### src/rtl/pgs_pkg.sv
package pgs_pkg;
  typedef enum logic [2:0] {
    ST_ON     = 3'd0,
    ST_DN_ISO = 3'd1,
    ST_DN_SW  = 3'd2,
    ST_OFF    = 3'd3,
    ST_UP_SW  = 3'd4,
    ST_UP_ISO = 3'd5
  } seq_state_t;

  localparam int unsigned WORD_CTRL = 0;
  localparam int unsigned WORD_UP   = 1;
  localparam int unsigned WORD_DN   = 2;
  localparam int unsigned WORD_STAT = 3;
  localparam int unsigned SECOND_LSB = 8;
endpackage

### src/rtl/pgs_delay.sv
module pgs_delay #(
  parameter int unsigned DW = 6
) (
  input  logic          clk,
  input  logic          rst_n,
  input  logic          load,
  input  logic [DW-1:0] load_val,
  output logic          expired
);
  logic [DW-1:0] cnt_q;

  always_ff @(posedge clk or negedge rst_n) begin
    if (!rst_n)               cnt_q <= '0;
    else if (load)            cnt_q <= load_val;
    else if (cnt_q != '0)     cnt_q <= cnt_q - 1'b1;
  end

  assign expired = (cnt_q == '0);
endmodule

### src/rtl/pgs_regs.sv
module pgs_regs
  import pgs_pkg::*;
#(
  parameter int unsigned DW     = 6,
  parameter int unsigned DATA_W = 32
) (
  input  logic              clk,
  input  logic              rst_n,
  input  logic              we,
  input  logic [1:0]        addr,
  input  logic [DATA_W-1:0] wdata,
  output logic [DATA_W-1:0] rdata,
  input  logic              busy,
  input  logic              pd_done,
  output logic              permit,
  output logic [DW-1:0]     up_first,
  output logic [DW-1:0]     up_second,
  output logic [DW-1:0]     dn_first,
  output logic [DW-1:0]     dn_second
);
  always_ff @(posedge clk or negedge rst_n) begin
    if (!rst_n) begin
      permit    <= 1'b0;
      up_first  <= '0;
      up_second <= '0;
      dn_first  <= '0;
      dn_second <= '0;
    end else if (we) begin
      case (addr)
        2'(WORD_CTRL): permit <= wdata[0];
        2'(WORD_UP): begin
          up_first  <= wdata[DW-1:0];
          up_second <= wdata[SECOND_LSB +: DW];
        end
        2'(WORD_DN): begin
          dn_first  <= wdata[DW-1:0];
          dn_second <= wdata[SECOND_LSB +: DW];
        end
        default: ;
      endcase
    end
  end

  always_comb begin
    rdata = '0;
    case (addr)
      2'(WORD_CTRL): rdata[0] = permit;
      2'(WORD_UP): begin
        rdata[DW-1:0]          = up_first;
        rdata[SECOND_LSB +: DW] = up_second;
      end
      2'(WORD_DN): begin
        rdata[DW-1:0]          = dn_first;
        rdata[SECOND_LSB +: DW] = dn_second;
      end
      default: rdata[1:0] = {busy, pd_done};
    endcase
  end
endmodule

### src/rtl/pgs_seq.sv
module pgs_seq
  import pgs_pkg::*;
#(
  parameter int unsigned DW = 6
) (
  input  logic          clk,
  input  logic          rst_n,
  input  logic          pd_req,
  input  logic          pu_req,
  input  logic          permit,
  input  logic [DW-1:0] up_first,
  input  logic [DW-1:0] up_second,
  input  logic [DW-1:0] dn_first,
  input  logic [DW-1:0] dn_second,
  output logic          sw_en,
  output logic          iso,
  output logic          busy,
  output logic          pd_done
);
  seq_state_t    state_q, state_d;
  logic          load;
  logic [DW-1:0] load_val;
  logic          expired;
  logic          set_iso, clr_iso, set_sw, clr_sw, mark_done, clear_done;

  pgs_delay #(.DW(DW)) u_delay (
    .clk      (clk),
    .rst_n    (rst_n),
    .load     (load),
    .load_val (load_val),
    .expired  (expired)
  );

  always_comb begin
    state_d    = state_q;
    load       = 1'b0;
    load_val   = '0;
    set_iso    = 1'b0;
    clr_iso    = 1'b0;
    set_sw     = 1'b0;
    clr_sw     = 1'b0;
    mark_done  = 1'b0;
    clear_done = 1'b0;
    case (state_q)
      ST_ON: if (pd_req) begin
        if (permit) begin
          state_d  = ST_DN_ISO;
          load     = 1'b1;
          load_val = dn_first;
        end else begin
          clear_done = 1'b1;
        end
      end
      ST_DN_ISO: if (expired) begin
        state_d  = ST_DN_SW;
        set_iso  = 1'b1;
        load     = 1'b1;
        load_val = dn_second;
      end
      ST_DN_SW: if (expired) begin
        state_d   = ST_OFF;
        clr_sw    = 1'b1;
        mark_done = 1'b1;
      end
      ST_OFF: if (pu_req) begin
        state_d  = ST_UP_SW;
        load     = 1'b1;
        load_val = up_first;
      end
      ST_UP_SW: if (expired) begin
        state_d  = ST_UP_ISO;
        set_sw   = 1'b1;
        load     = 1'b1;
        load_val = up_second;
      end
      ST_UP_ISO: if (expired) begin
        state_d = ST_ON;
        clr_iso = 1'b1;
      end
      default: state_d = ST_ON;
    endcase
  end

  always_ff @(posedge clk or negedge rst_n) begin
    if (!rst_n) begin
      state_q <= ST_ON;
      sw_en   <= 1'b1;
      iso     <= 1'b0;
      pd_done <= 1'b0;
    end else begin
      state_q <= state_d;
      if (set_sw)          sw_en   <= 1'b1;
      else if (clr_sw)     sw_en   <= 1'b0;
      if (set_iso)         iso     <= 1'b1;
      else if (clr_iso)    iso     <= 1'b0;
      if (mark_done)       pd_done <= 1'b1;
      else if (clear_done) pd_done <= 1'b0;
    end
  end

  assign busy = (state_q != ST_ON) && (state_q != ST_OFF);
endmodule

### src/rtl/pwr_gate_seq.sv
module pwr_gate_seq #(
  parameter int unsigned DW     = 6,
  parameter int unsigned DATA_W = 32
) (
  input  logic              clk,
  input  logic              rst_n,
  input  logic              reg_we,
  input  logic [1:0]        reg_addr,
  input  logic [DATA_W-1:0] reg_wdata,
  output logic [DATA_W-1:0] reg_rdata,
  input  logic              pd_req,
  input  logic              pu_req,
  output logic              sw_en,
  output logic              iso
);
  logic          permit_w, busy_w, pd_done_w;
  logic [DW-1:0] up_first_w, up_second_w, dn_first_w, dn_second_w;

  pgs_regs #(.DW(DW), .DATA_W(DATA_W)) u_regs (
    .clk       (clk),
    .rst_n     (rst_n),
    .we        (reg_we),
    .addr      (reg_addr),
    .wdata     (reg_wdata),
    .rdata     (reg_rdata),
    .busy      (busy_w),
    .pd_done   (pd_done_w),
    .permit    (permit_w),
    .up_first  (up_first_w),
    .up_second (up_second_w),
    .dn_first  (dn_first_w),
    .dn_second (dn_second_w)
  );

  pgs_seq #(.DW(DW)) u_seq (
    .clk       (clk),
    .rst_n     (rst_n),
    .pd_req    (pd_req),
    .pu_req    (pu_req),
    .permit    (permit_w),
    .up_first  (up_first_w),
    .up_second (up_second_w),
    .dn_first  (dn_first_w),
    .dn_second (dn_second_w),
    .sw_en     (sw_en),
    .iso       (iso),
    .busy      (busy_w),
    .pd_done   (pd_done_w)
  );
endmodule

### config.mk
export PLATFORM = sky130hd
export DESIGN_NAME = pwr_gate_seq
export DESIGN_NICKNAME = d
export VERILOG_FILES = /design/src/rtl/pgs_pkg.sv /design/src/rtl/pgs_delay.sv /design/src/rtl/pgs_regs.sv /design/src/rtl/pgs_seq.sv /design/src/rtl/pwr_gate_seq.sv
export SDC_FILE = /design/constraint.sdc
export NUM_CORES = 1
export LEC_CHECK = 0
export BUFFER_PORTS_ARGS = -buffer_cell sky130_fd_sc_hd__buf_2
export CORE_MARGIN = 2
export CORE_UTILIZATION = 47
export CTS_BUF_LIST = sky130_fd_sc_hd__clkbuf_4 sky130_fd_sc_hd__clkbuf_8
export DETAILED_ROUTE_END_ITERATION = 8
export PLACE_DENSITY = 0.76
export SETUP_SLACK_MARGIN = 0.1
export SYNTH_ARGS = -nofsm -noshare
export SYNTH_HDL_FRONTEND = slang
export SYNTH_SLANG_ARGS = --single-unit
export TNS_END_PERCENT = 20
### constraint.sdc
create_clock -name clk -period 1.7 [get_ports clk]
set_input_delay 0.085 -clock clk [delete_from_list [all_inputs] [get_ports clk]]
set_output_delay 0.085 -clock clk [all_outputs]
set_load 0.005 [all_outputs]
==> results.py <==
metrics = {
    "sta": {
        "final_max_slew_viol_count": 0,
        "hold_violations": 0,
        "setup_viol": 0,
        "fin_ws_ns": 0.002406,
        "fin_crit_sh": 0.9986,
        "period_needed_ns": 1.698,
        "fin_skew_ns": 0.007251,
        "max_freq_mhz": 589.1,
        "fin_hold_ws_ns": 0.02977,
        "grt_setup_unrepaired": "true",
    },
    "grt": {
        "grt_pass1_wl_um": 8238,
        "grt_overflow": 0,
        "grt_util_met3": 0.04444,
        "use_met1": 0.2415,
        "antenna_found_initial": 0,
        "track_usage": 0.2024,
        "busiest_layer": "met2",
        "grt_pass1_vias": 1753,
        "grtUsageMet2": 0.3588,
        "grt_max_degree": 38,
    },
    "power": {
        "power_density_mw_per_mm2": 1363,
        "p_leak_nw": 1.218,
        "intPower_mw": 2.384,
        "p_clk_frac": 0.221,
        "peakVddDrop_mv": 0.7178,
        "swShare": 0.3422,
        "comb_power_share": 0.405,
        "seqPwrFrac": 0.373,
        "p_sw_mw": 1.240,
    },
    "placement": {
        "preCtsSetupSlack_ns": -0.06086,
        "gp_congestion": 0.8762,
        "dp_hpwl_um": 3543,
        "dp.cells": 301,
        "io_buffers": 32,
    },
    "synth": {
        "synthCells": 209,
        "netlist_area_sq_mm": 0.002201,
        "synth-edff-count": 0,
        "synthArstFlopShare": 1.000,
        "synth_cell_types": 44,
        "yosysSeqAreaShare": 0.4213,
        "syn_area_per_cell_sq_um": 10.53,
        "synth_compound_area_frac": 0.1512,
        "synth_fa_ha_area_frac": 0.03411,
        "yosys.area_share.simple": 0.1387,
        "yosys_warnings": 0,
        "synth-seq-cells": 37,
        "yosys_most_used_dff": "dfrtp_1",
        "synth_top_family_by_area": "compound AO/OA/AOI/OAI gates",
        "ys_top_cells_by_area": "dfrtp_1, mux2_2, buf_4",
        "synth_top_area_frac": 0.4093,
        "synth_largest_area_cell": "dfrtp_1",
        "synth_mux_area_frac": 0.1376,
        "synth_xor_area_frac": 0.01592,
    },
    "routing": {
        "first_pass_iters": 5,
        "drtIter0Drc": 126,
        "num_vias": 1782,
        "wl_per_cell_um": 15.66,
        "avgViaCountPerCell": 5.639,
        "remaining_drc_errors": 0,
        "ant_nets": 0,
        "wl_um": 4950,
    },
    "layout": {
        "multi_input_area_sq_mm": 0.001165,
        "final_common_cell": "dfrtp_1",
        "num-fill-cells": 360,
        "area_delta_synth_final_pct": 20.81,
        "layout_common_cells": "dfrtp_1, buf_2, mux2_2",
        "antennaDiodeCount": 0,
        "drive_gt1_frac": 0.3939,
        "regArea_sq_um": 928.4,
        "final_nets": 308,
        "layout.cells.non_filler": 316,
    },
    "die": {
        "ioPinCount": 73,
        "dieHeight_um": 72.43,
        "rows": 24,
        "fp.dieW_um": 72.43,
        "coreArea_sq_mm": 0.004444,
        "die_area_sq_mm": 0.005246,
        "start_util": 0.4952,
    },
    "clock_tree": {
        "cts_buffer_depth": 2,
        "clkTransAtPathRegs_ns": 0.08,
        "cts_tree": "done",
        "cts_sinks": 37,
        "cts_buffers": 5,
        "ctsRootBufferMaster": "clkbuf_8",
        "cts-htree-levels": 2,
        "worstSkewPairLatency_ns": 0.29,
    },
    "worst_setup_path": {
        "end_kind": "flop",
        "crit_type": "flop to flop",
        "path_max_fanout": 4,
        "arrival_ns": 1.85,
        "crit_required_ns": 1.86,
        "worstSetupStartpointType": "flop",
    },
    "run_status": {
        "status": "complete, no violations",
    },
    "worst_hold_path": {
        "hp-class": "primary input to flop",
    },
    "flow_run": {
        "maxCapViolations": 0,
    },
}
## worst max-delay path: stages, from the launching register on
cell,delay [ns]
dfrtp_1,0.39
inv_2,0.09
ha_4,0.13
or3b_4,0.41
o211ai_1,0.27
o211a_1,0.20
o211ai_1,0.08
## cell type report
cell class | count | area share
clock inverters | 2 | 0.01412
well taps | 52 | 0.02447
multi-input cells | 155 | 0.4381
flip-flops and latches | 37 | 0.3492
repair buffers | 56 | 0.1318
inverters | 8 | 0.01129
clock buffers | 6 | 0.03106
## worst paths after layout
path	start	end	slack (ns)	depth (start not counted)
worst max-delay path	u_seq.u_delay.cnt_q[0]$_DFFE_PN0P_	u_seq.u_delay.cnt_q[0]$_DFFE_PN0P_	0.002	6
min in group asynchronous	rst_n	u_regs.dn_second[5]$_DFFE_PN0P_	0.36	3
worst min register to register	u_seq.iso$_DFFE_PN0P_	u_seq.iso$_DFFE_PN0P_	0.48	1
worst min-delay path	reg_wdata[3]	u_regs.up_first[3]$_DFFE_PN0P_	0.03	2
worst max register to register	u_seq.u_delay.cnt_q[0]$_DFFE_PN0P_	u_seq.u_delay.cnt_q[0]$_DFFE_PN0P_	0.002	6
max in group asynchronous	rst_n	u_seq.sw_en$_DFFE_PN1P_	0.97	3
## kinds of logic (layout without fill, tap and decap cells)
group | after synthesis | count (layout)
simple gates | 53 | 53
compound gates | 45 | 45
flops | 37 | 37
buf+inv | 36 | 72
mux | 27 | 27
fa+ha+maj | 6 | 6
xor+xnor | 4 | 4
other cells | 1 | 20
## power groups by stage
stage	sequential, mW	combinational, mW	clock (mW)
2_1_floorplan	1.32	0.945	0
3_3_place_gp	1.35	1.28	0
3_5_place_dp	1.36	1.31	0
4_1_cts	1.34	1.41	0.820
5_1_grt	1.39	1.61	0.849
6_report	1.35	1.47	0.802
## synthesized netlist by cell type, types with 4 or more instances
library cell and n:
a22oi_1 10, inv_1 8, o211ai_1 6, buf_4 20, a21oi_1 4, nor3_1 5
nor2b_1 11, o21ai_0 7, a222oi_1 7, dfrtp_1 36, ha_1 6, mux2_2 26
nand2_1 16, clkbuf_1 6
## flip-flops by register name (all words and copies together), names as in the netlist
signal               count
u_seq.pd_done            1
u_seq.iso                1
u_seq.sw_en              1
u_regs.permit            1
u_seq.state_q            3
u_regs.up_second         6
u_regs.dn_second         6
u_seq.u_delay.cnt_q      6
u_regs.dn_first          6
u_regs.up_first          6
## routing by layer
metal / vias up / part of all wire
met3: 5 / 0.055
met1: 877 / 0.44
met4: 0 / 0.012
met2: 65 / 0.50
li1: 835 / -
met5: - / 0
## what timing repair did
action | 4_1_cts | 5_1_grt
hold buffers | 1 | 0
buffers inserted | 5 | 1
pin swaps | 5 | 5
gates resized for setup | 2 | 7
endpoints found under the setup margin | 9 | 12
endpoints found under the hold margin | 36 | 0
## per-stage QoR
step	setup TNS, ns	utilization	area, sq um	power [mW]
after floorplan	0	-	2293	2.264
after global placement	0	0.5529	2457	2.628
after detailed placement	-0.2057	0.5529	2457	2.673
after CTS	0	0.5929	2635	3.577
after global routing	-0.2295	0.5983	2659	3.843
final	0	0.5983	2659	3.625
No activity file was read; power rests on OpenSTA's default activity.
